## config.mk

```make
export PLATFORM = sky130hd
export DESIGN_NAME = nest_irq_ctrl
export DESIGN_NICKNAME = d
export VERILOG_FILES = /design/src/rtl/nest_irq_pkg.sv /design/src/rtl/nest_irq_state.sv /design/src/rtl/nest_irq_pick.sv /design/src/rtl/nest_irq_stack.sv /design/src/rtl/nest_irq_ctrl.sv
export SDC_FILE = /design/constraint.sdc
export NUM_CORES = 1
export LEC_CHECK = 0
export ABC_AREA = 1
export BUFFER_PORTS_ARGS = -buffer_cell sky130_fd_sc_hd__buf_4
export CORE_MARGIN = 2
export CORE_UTILIZATION = 53
export DETAILED_ROUTE_END_ITERATION = 8
export GPL_TIMING_DRIVEN = 0
export MAX_ROUTING_LAYER = met4
export PLACE_DENSITY = 0.85
export SYNTH_ARGS = -nofsm -noshare
export SYNTH_HDL_FRONTEND = slang
export SYNTH_SLANG_ARGS = --single-unit
```

## constraint.sdc

```tcl
create_clock -name clk_i -period 9.5 [get_ports clk_i]
set_clock_uncertainty 0.1 [all_clocks]
set_input_delay 1.425 -clock clk_i [delete_from_list [all_inputs] [get_ports clk_i]]
set_output_delay 1.425 -clock clk_i [all_outputs]
set_load 0.05 [all_outputs]
```

## src/rtl/nest_irq_pkg.sv

```systemverilog
package nest_irq_pkg;
  typedef enum logic [1:0] {
    STK_HOLD = 2'd0,
    STK_PUSH = 2'd1,
    STK_POP  = 2'd2,
    STK_SWAP = 2'd3
  } stk_op_e;
endpackage

```

## src/rtl/nest_irq_state.sv

```systemverilog
module nest_irq_state #(
  parameter int unsigned N = 8
) (
  input  logic         clk_i,
  input  logic         rst_ni,
  input  logic [N-1:0] irq_i,
  input  logic         nmi_i,
  input  logic [N-1:0] en_set_i,
  input  logic [N-1:0] en_clr_i,
  input  logic [N-1:0] pend_set_i,
  input  logic [N-1:0] pend_clr_i,
  input  logic [N-1:0] take_line_i,
  input  logic         take_nmi_i,
  output logic [N-1:0] en_q_o,
  output logic [N-1:0] pend_q_o,
  output logic         nmi_q_o
);
  always_ff @(posedge clk_i or negedge rst_ni) begin
    if (!rst_ni) begin
      en_q_o   <= '0;
      pend_q_o <= '0;
      nmi_q_o  <= 1'b0;
    end else begin
      en_q_o   <= (en_q_o | en_set_i) & ~en_clr_i;
      // taking a line beats any set in the same cycle
      pend_q_o <= ((pend_q_o | irq_i | pend_set_i) & ~pend_clr_i) & ~take_line_i;
      nmi_q_o  <= (nmi_q_o | nmi_i) & ~take_nmi_i;
    end
  end
endmodule

```

## src/rtl/nest_irq_pick.sv

```systemverilog
module nest_irq_pick #(
  parameter int unsigned N  = 8,
  parameter int unsigned PW = 3,
  parameter int unsigned LW = PW + 1,
  parameter int unsigned VW = 4
) (
  input  logic [N-1:0]    live_i,
  input  logic [N*PW-1:0] prio_i,
  input  logic            nmi_i,
  output logic            valid_o,
  output logic [LW-1:0]   lvl_o,
  output logic [VW-1:0]   vec_o
);
  always_comb begin
    valid_o = 1'b0;
    lvl_o   = '1;
    vec_o   = '0;
    // ascending scan with strict compare: lowest index wins ties
    for (int i = 0; i < int'(N); i++) begin
      if (live_i[i] && ((LW'(prio_i[i*PW +: PW]) + LW'(1)) < lvl_o)) begin
        valid_o = 1'b1;
        lvl_o   = LW'(prio_i[i*PW +: PW]) + LW'(1);
        vec_o   = VW'(i + 1);
      end
    end
    if (nmi_i) begin
      valid_o = 1'b1;
      lvl_o   = '0;
      vec_o   = '0;
    end
  end
endmodule

```

## src/rtl/nest_irq_stack.sv

```systemverilog
module nest_irq_stack
  import nest_irq_pkg::*;
#(
  parameter int unsigned D   = 9,
  parameter int unsigned LW  = 4,
  parameter int unsigned VW  = 4,
  parameter int unsigned SPW = 4
) (
  input  logic           clk_i,
  input  logic           rst_ni,
  input  stk_op_e        op_i,
  input  logic [LW-1:0]  lvl_i,
  input  logic [VW-1:0]  vec_i,
  output logic [LW-1:0]  top_lvl_o,
  output logic [VW-1:0]  top_vec_o,
  output logic [LW-1:0]  prev_lvl_o,
  output logic [SPW-1:0] sp_o
);
  logic [LW-1:0] lvl_q [D];
  logic [VW-1:0] vec_q [D];

  for (genvar g = 0; g < int'(D); g++) begin : g_ent
    always_ff @(posedge clk_i or negedge rst_ni) begin
      if (!rst_ni) begin
        lvl_q[g] <= '1;
        vec_q[g] <= '0;
      end else if ((op_i == STK_PUSH && sp_o == SPW'(g)) ||
                   (op_i == STK_SWAP && sp_o == SPW'(g + 1))) begin
        lvl_q[g] <= lvl_i;
        vec_q[g] <= vec_i;
      end
    end
  end

  always_ff @(posedge clk_i or negedge rst_ni) begin
    if (!rst_ni) sp_o <= '0;
    else if (op_i == STK_PUSH && sp_o < SPW'(D)) sp_o <= sp_o + SPW'(1);
    else if (op_i == STK_POP && sp_o != '0) sp_o <= sp_o - SPW'(1);
  end

  always_comb begin
    top_lvl_o  = '1;
    top_vec_o  = '0;
    prev_lvl_o = '1;
    for (int i = 0; i < int'(D); i++) begin
      if (sp_o == SPW'(i + 1)) begin
        top_lvl_o = lvl_q[i];
        top_vec_o = vec_q[i];
      end
      if (sp_o == SPW'(i + 2)) prev_lvl_o = lvl_q[i];
    end
  end
endmodule

```

## src/rtl/nest_irq_ctrl.sv

```systemverilog
module nest_irq_ctrl
  import nest_irq_pkg::*;
#(
  parameter int unsigned N  = 8,
  parameter int unsigned PW = 3,
  localparam int unsigned LW  = PW + 1,
  localparam int unsigned VW  = $clog2(N + 1),
  localparam int unsigned D   = (1 << PW) + 1,
  localparam int unsigned SPW = $clog2(D + 1)
) (
  input  logic            clk_i,
  input  logic            rst_ni,
  input  logic [N-1:0]    irq_i,
  input  logic            nmi_i,
  input  logic [N*PW-1:0] prio_i,
  input  logic [N-1:0]    en_set_i,
  input  logic [N-1:0]    en_clr_i,
  input  logic [N-1:0]    pend_set_i,
  input  logic [N-1:0]    pend_clr_i,
  input  logic            ack_i,
  input  logic            ret_i,
  output logic            req_o,
  output logic [VW-1:0]   vec_o,
  output logic [VW-1:0]   act_vec_o,
  output logic [LW-1:0]   act_lvl_o,
  output logic [SPW-1:0]  depth_o,
  output logic            chain_o,
  output logic [N-1:0]    en_o,
  output logic [N-1:0]    pend_o
);
  logic [N-1:0]   en_q, pend_q, take_line;
  logic           nmi_q, take_nmi;
  logic           cand_v;
  logic [LW-1:0]  cand_l, top_l, prev_l, cur_l;
  logic [VW-1:0]  cand_vec, top_vec;
  logic [SPW-1:0] sp;
  logic           busy, accept, chain, pop, take, chain_q;
  stk_op_e        op;

  nest_irq_state #(.N(N)) u_state (
    .clk_i, .rst_ni, .irq_i, .nmi_i, .en_set_i, .en_clr_i, .pend_set_i, .pend_clr_i,
    .take_line_i(take_line), .take_nmi_i(take_nmi),
    .en_q_o(en_q), .pend_q_o(pend_q), .nmi_q_o(nmi_q)
  );

  nest_irq_pick #(.N(N), .PW(PW), .LW(LW), .VW(VW)) u_pick (
    .live_i(en_q & pend_q), .prio_i, .nmi_i(nmi_q),
    .valid_o(cand_v), .lvl_o(cand_l), .vec_o(cand_vec)
  );

  nest_irq_stack #(.D(D), .LW(LW), .VW(VW), .SPW(SPW)) u_stack (
    .clk_i, .rst_ni, .op_i(op), .lvl_i(cand_l), .vec_i(cand_vec),
    .top_lvl_o(top_l), .top_vec_o(top_vec), .prev_lvl_o(prev_l), .sp_o(sp)
  );

  assign busy   = (sp != '0);
  assign cur_l  = busy ? top_l : '1;
  assign req_o  = cand_v && (cand_l < cur_l);
  assign accept = ack_i && req_o && !ret_i;
  // on return, chain if the best request beats the interrupted level
  assign chain  = ret_i && busy && cand_v && (cand_l < prev_l);
  assign pop    = ret_i && busy && !chain;
  assign take   = accept || chain;

  assign take_nmi  = take && (cand_vec == '0);
  assign take_line = (take && cand_vec != '0) ? (N'(1) << (cand_vec - VW'(1))) : '0;

  always_comb begin
    if (accept)     op = STK_PUSH;
    else if (chain) op = STK_SWAP;
    else if (pop)   op = STK_POP;
    else            op = STK_HOLD;
  end

  always_ff @(posedge clk_i or negedge rst_ni) begin
    if (!rst_ni) chain_q <= 1'b0;
    else         chain_q <= chain;
  end

  assign vec_o     = cand_vec;
  assign act_vec_o = busy ? top_vec : '0;
  assign act_lvl_o = cur_l;
  assign depth_o   = sp;
  assign chain_o   = chain_q;
  assign en_o      = en_q;
  assign pend_o    = pend_q;
endmodule

```

## Word level (Yosys, flattened, before mapping)

Cells that the tools add are included.

| operators by class | value |
|---|---|
| shift operators | 1 |
| reduce and logical (&&, ||, !) cells | 54 |
| muxes and demuxes | 62 |
| add/subtract/negate cells | 11 |
| eq/ne operators | 13 |
| bitwise logic cells | 13 |
| magnitude comparators | 11 |

Operators by type and width:

| operator | number |
|---|---|
| two-way mux 4 bit | 42 |
| logical AND 1 bit | 37 |
| less-than comparator 4 bit | 9 |
| adder 3 x 1 -> 4 bit (second input constant) | 8 |
| AND 8 bit | 4 |
| NOT 8 bit | 3 |
| bitwise OR 8 bit | 3 |
| equality test 4 x 3 -> 1 bit (second input constant) | 4 |
| equality test 4 bit (second input constant) | 3 |
| two-way mux 3 bit | 4 |
| logical OR 1 bit | 10 |
| two-way mux 1 bit | 10 |
| two-way mux 2 bit | 5 |
| equality test 4 x 2 -> 1 bit (second input constant) | 2 |
| zero test 4 bit | 2 |
| less-than comparator 4 bit (second input constant) | 2 |
| two-way mux 8 bit | 1 |
| nonzero test 4 bit | 2 |
| left shift 1 x 4 -> 8 bit (first input constant) | 1 |
| subtractor 4 x 1 -> 4 bit (second input constant) | 2 |
| adder 4 x 1 -> 4 bit (second input constant) | 1 |
| equality test 2 bit (second input constant) | 2 |
| equality test 4 x 1 -> 1 bit (second input constant) | 1 |
| equality test 2 x 1 -> 1 bit (second input constant) | 1 |
| other kinds (5) | 6 |

| word-level totals | value |
|---|---|
| output and inout port bits | 34 |
| flip-flop bits (word level) | 94 |
| logic and storage cells | 188 |
| bits of input ports | 69 |

## Logic depth before layout (Yosys ltp)

| depth | value |
|---|---|
| depth after elaboration | 37 |
| mapped depth | 70 |

## By module

Synthesis repeated with hierarchy kept, for this count alone.

| second synthesis, totals | value |
|---|---|
| cell total of the unflattened synthesis | 1019 |
| area, all modules | 7154.4 um^2 |

By module, submodules not included:

| module | cells an instance | sequential area each (um^2) | area an instance (um^2) | instances |
|---|---|---|---|---|
| nest_irq_stack | 572 | 1946.9 | 4341.7 | 1 |
| nest_irq_pick | 268 | 0.0 | 1560.2 | 1 |
| nest_irq_state | 83 | 425.4 | 743.2 | 1 |
| nest_irq_ctrl | 96 | 25.0 | 509.2 | 1 |

## Least setup slack after synthesis

OpenSTA, ideal clock, no wires.

| path | value |
|---|---|
| kind | input to output |
| from | input port prio_i[0] |
| to | output port req_o |
| data required time | 7.975 ns |
| path buffers | 1 |
| arrival | 8.709 ns |
| stages on the path | 47 |
| slack | -0.734 ns |
| path through | ha_1 xnor2_1 nand3_1 nand2_1 inv_1 nand2_2 nand2_4 o21ai_0 ha_1 inv_1 o21ai_1 inv_2 nand2_4 o21ai_0 ha_1 inv_1 o21ai_1 inv_2 [11 not listed] inv_2 nand2_4 o21ai_0 ha_1 a211oi_1 nand2_2 o21ai_0 ha_1 a211oi_1 nand2_1 nor2_1 nand2_1 o21ai_2 ha_1 a21oi_1 nand2_1 a21oi_4 buf_12 |

| on the way | value |
|---|---|
| longest elaborated chain between the ends | 28 |
| elaborated cells between the ends (all ways) | 37 |
| those cells by class | 1 x add/sub; 9 x order compare; 18 x mux; 9 x reduce/logical |

Ends and longest elaborated chain:

| element | line | source |
|---|---|---|
| start, declared | nest_irq_ctrl.sv:15 | `input logic [N*PW-1:0] prio_i,` |
| adder 3 x 1 -> 4 bit (*) | nest_irq_pick.sv:20, nest_irq_pick.sv:22 |  |
| less-than comparator 4 bit | nest_irq_pick.sv:20 | `if (live_i[i] && ((LW'(prio_i[i*PW +: PW]) + LW'(1)) < lvl_o)) begin` |
| logical AND 1 bit | nest_irq_pick.sv:20 |  |
| two-way mux 4 bit (*) | nest_irq_pick.sv:20 |  |
| less-than comparator 4 bit | nest_irq_pick.sv:20 |  |
| logical AND 1 bit | nest_irq_pick.sv:20 |  |
| two-way mux 4 bit (*) | nest_irq_pick.sv:20 |  |
| less-than comparator 4 bit | nest_irq_pick.sv:20 |  |
| [13 not listed] | - |  |
| two-way mux 4 bit (*) | nest_irq_pick.sv:20 |  |
| less-than comparator 4 bit | nest_irq_pick.sv:20 |  |
| logical AND 1 bit | nest_irq_pick.sv:20 |  |
| two-way mux 4 bit (*) | nest_irq_pick.sv:20 |  |
| two-way mux 4 bit (*) | nest_irq_pick.sv:26 | `if (nmi_i) begin` |
| net cand_l[3] | nest_irq_ctrl.sv:34 | `logic [LW-1:0] cand_l, top_l, prev_l, cur_l;` |
| less-than comparator 4 bit (*) | nest_irq_ctrl.sv:58 | `assign req_o = cand_v && (cand_l < cur_l);` |
| logical AND 1 bit (*) | nest_irq_ctrl.sv:58 |  |
| end, declared | nest_irq_ctrl.sv:22 | `output logic req_o,` |

The timed path passes the listed nets; every way through them passes the cells marked *.

## Worst setup path after layout

| path | value |
|---|---|
| from | input port prio_i[5] |
| to | output port req_o |

| on the way | value |
|---|---|
| longest elaborated chain between the ends | 25 |
| elaborated cells between the ends (all ways) | 33 |
| those cells by class | 1 x add/sub; 8 x order compare; 16 x mux; 8 x reduce/logical |

Ends and longest elaborated chain:

| element | line |
|---|---|
| adder 3 x 1 -> 4 bit (*) | nest_irq_pick.sv:20, nest_irq_pick.sv:22 |
| less-than comparator 4 bit | nest_irq_pick.sv:20 |
| logical AND 1 bit | nest_irq_pick.sv:20 |
| two-way mux 4 bit (*) | nest_irq_pick.sv:20 |
| less-than comparator 4 bit | nest_irq_pick.sv:20 |
| logical AND 1 bit | nest_irq_pick.sv:20 |
| two-way mux 4 bit (*) | nest_irq_pick.sv:20 |
| less-than comparator 4 bit | nest_irq_pick.sv:20 |
| [10 not listed] | - |
| two-way mux 4 bit (*) | nest_irq_pick.sv:20 |
| less-than comparator 4 bit | nest_irq_pick.sv:20 |
| logical AND 1 bit | nest_irq_pick.sv:20 |
| two-way mux 4 bit (*) | nest_irq_pick.sv:20 |
| two-way mux 4 bit (*) | nest_irq_pick.sv:26 |
| net cand_l[3] | nest_irq_ctrl.sv:34 |
| less-than comparator 4 bit (*) | nest_irq_ctrl.sv:58 |
| logical AND 1 bit (*) | nest_irq_ctrl.sv:58 |

Marked as above.

==> results.py <==
metrics = {
    "run_status": {
        "status": "complete, but fails checks",
        "violations": "setup timing",
    },
    "die": {
        "start_util": 0.539,
        "io_pins": 103,
        "fp.dieW_um": 117,
        "die-area_um2": 13700,
        "die_h_um": 117,
        "core_area_um2": 12500,
        "rows": 41,
    },
    "routing": {
        "wl_met3_um": 1940,
        "drt_wl_total_um": 22500,
        "first_iter_violations": 775,
        "via_per_inst": 5.88,
        "num_vias": 7524,
        "wl_met1_um": 8720,
        "dr.pass1.iters": 5,
        "drc_errors": 0,
        "antenna_left": 0,
        "wl_per_cell_um": 17.6,
        "wl_met2_um": 10800,
        "topRoutingLayerUsed": "met4",
    },
    "pwr": {
        "pwr-share-comb": 0.612,
        "p_seq_frac": 0.241,
        "switching_share": 0.497,
        "p_int_mw": 1.47,
        "p_clk_frac": 0.147,
        "p_total_mw": 2.93,
        "ir_worst_vdd_mv": 0.184,
        "power.leakage_nw": 4.57,
        "p_per_area_nw_per_um2": 322,
        "switchingPower_mw": 1.45,
    },
    "critical_path": {
        "cp-end-kind": "output port",
        "start_kind": "primary input",
        "cpMostUsedCell": "nand2_2",
        "worstPathRequired_ps": 7980,
        "worstSetupPathType": "in -> out",
        "cp.arrival_ps": 8500,
        "critPathMaxStageDelay_ps": 290,
        "slowest_stage": "ha_1",
        "crit_fanout": 8,
        "r2r_slack_ps": 850,
    },
    "synth": {
        "synth_cell_types": 44,
        "syn_inst": 931,
        "async_reset_ff_frac": 1.00,
        "netlist_area_um2": 6750,
        "yosys_warnings": 0,
        "ys_ff_latch": 94,
        "synth_area_per_cell_um2": 7.25,
        "synth-edff-count": 0,
        "synthFlopType": "dfrtp_1",
        "yosysSeqAreaShare": 0.355,
        "syn_nets": 1030,
    },
    "placement": {
        "port_buffers": 102,
        "hpwl_um": 13800,
        "place_ws_ps": -1520,
        "placedInstanceArea_um2": 7870,
        "globalplace.congestion": 0.932,
    },
    "global_routing": {
        "grt_max_degree": 95,
        "grt_pass1_wl_um": 33100,
        "grt_overflow": 0,
        "grt_pass1_vias": 7003,
        "grt.total_usage": 0.321,
        "grt_antenna_before_repair": 0,
    },
    "timing": {
        "grt_setup_unrepaired": "true",
        "setup_tns_ps": -610,
        "worst_pin_slew_ps": 1240,
        "hold_viol_final": 0,
        "slew-limit-headroom": 0.176,
        "fin_crit_ps": 10020,
        "fmax_ghz": 0.0998,
        "setup_ws_ps": -524,
        "fin_crit_sh": 1.06,
        "finalSetupViolCount": 4,
        "drv_slew": 0,
    },
    "cells_and_area": {
        "finalInstanceArea_um2": 9100,
        "nets": 1201,
        "final_common_cell": "nand2_1",
        "drive_above_1_share": 0.341,
        "layout_common_cells": "269 x nand2_1, 153 x buf_4, 119 x nand3_1",
        "diodes": 0,
        "area_delta_synth_final_pct": 34.8,
    },
    "cts": {
        "path_clk_slew_ps": 70,
        "clock_path_buffers": 2,
        "clockRootBuffer": "clkbuf_16",
        "tritoncts": "yes",
        "cts_inserted_buffers": 9,
        "clock_latency_ps": 360,
        "clkSinkCount": 94,
        "htreeDepth": 3,
    },
    "flow_run": {
        "drv_cap": 0,
    },
    "min_path": {
        "worstHoldPathType": "reg -> reg",
    },
}
-- critical path, delay by kind of cell --
kind            cells  cell delay [ps]
simple gates       26             2450
fa+ha+maj           7             1710
compound gates     12             1610
buf+inv            13             1270
-- through the flow --
step | util | instances | hold slack, ps
global route | 0.727 | 1279 | 416
floorplan | - | 931 | 366
detailed placement | 0.629 | 1205 | 385
global placement | 0.629 | 1205 | 381
finish | 0.727 | 1279 | 398
CTS | 0.700 | 1262 | 397
-- final timing paths --
kind,start,end,depth (start not counted)
max reg2reg,u_state.pend_q_o[0],u_stack.lvl_q[12],66
min,u_stack.lvl_q[26],u_stack.lvl_q[26],2
max,prio_i[5],req_o,58
min reg2reg,u_stack.lvl_q[26],u_stack.lvl_q[26],2
min in group asynchronous,rst_ni,u_stack.vec_q[2],1
max in group asynchronous,rst_ni,u_stack.vec_q[23],1
-- Yosys cell counts (2+ instances only) --
master,instances,area [um^2]
nand3_4,6,105
ha_1,30,375
nor2_2,8,50.1
a211oi_1,6,45.0
buf_2,6,30.0
nand2_4,12,135
nand3_1,124,621
o21ai_2,5,43.8
inv_2,8,30.0
xnor2_1,5,43.8
nand4_1,8,50.1
o211ai_1,13,97.6
nor2_1,68,255
o221ai_1,5,43.8
clkbuf_1,9,33.8
clkinv_1,2,7.51
o21ai_0,49,245
dfstp_2,36,946
a21oi_1,7,35.0
xor2_1,6,52.6
o22ai_1,4,25.0
or2_2,4,25.0
nand3_2,11,110
nand2_1,286,1070
a31oi_1,6,37.5
o311ai_0,3,26.3
inv_1,73,274
dfrtp_1,58,1450
o21a_1,2,15.0
and3_1,6,37.5
nor3_1,13,65.1
nand2_2,35,219
o21ai_1,6,30.0
-- kinds of logic after synthesis --
| logic type | share of synthesized area |
|---|---|
| simple gates | 0.409 |
| compound gates | 0.103 |
| buf+inv | 0.0611 |
| flops | 0.355 |
| fa+ha+maj | 0.0556 |
| xor+xnor | 0.0167 |
-- flip-flops by register name, indices dropped and copies added, names as in the netlist --
name              cells
u_state.pend_q_o      8
u_stack.vec_q        36
u_state.en_q_o        8
u_stack.lvl_q        36
chain_o               1
u_state.nmi_q_o       1
u_stack.sp_o          4
-- layout make-up --
| class | count | area, um^2 |
|---|---|---|
| clock buffers | 10 | 229 |
| flip-flops and latches | 94 | 2400 |
| fillers | 889 | 3410 |
| plain buffers | 16 | 116 |
| multi-input cells | 736 | 4440 |
| repair buffers | 161 | 1250 |
| inverters | 84 | 335 |
| well taps | 172 | 215 |
| clock inverters | 6 | 119 |
-- per-layer routing --
metal,up-vias,GRT usage
li1,3435,-
met1,3542,0.388
met2,444,0.524
met3,103,0.0731
met4,0,0.126
met5,-,-
-- repair_timing --
| item | CTS | global route |
|---|---|---|
| setup endpoints to repair | 82 | 5 |
| pin swaps | 40 | 34 |
| hold buffers | 0 | 0 |
| buffers inserted | 41 | 18 |
| gates resized for setup | 48 | 47 |
-- power by group through the flow --
stage                     registers [mW]  logic, mW  clock network (mW)
after floorplan                    0.718       1.10                   0
after global placement             0.696       1.52                   0
after detailed placement           0.697       1.56                   0
after CTS                          0.696       1.68               0.429
after global routing               0.717       1.94               0.447
final                              0.705       1.79               0.431
Power figures use the tool's default switching activity.
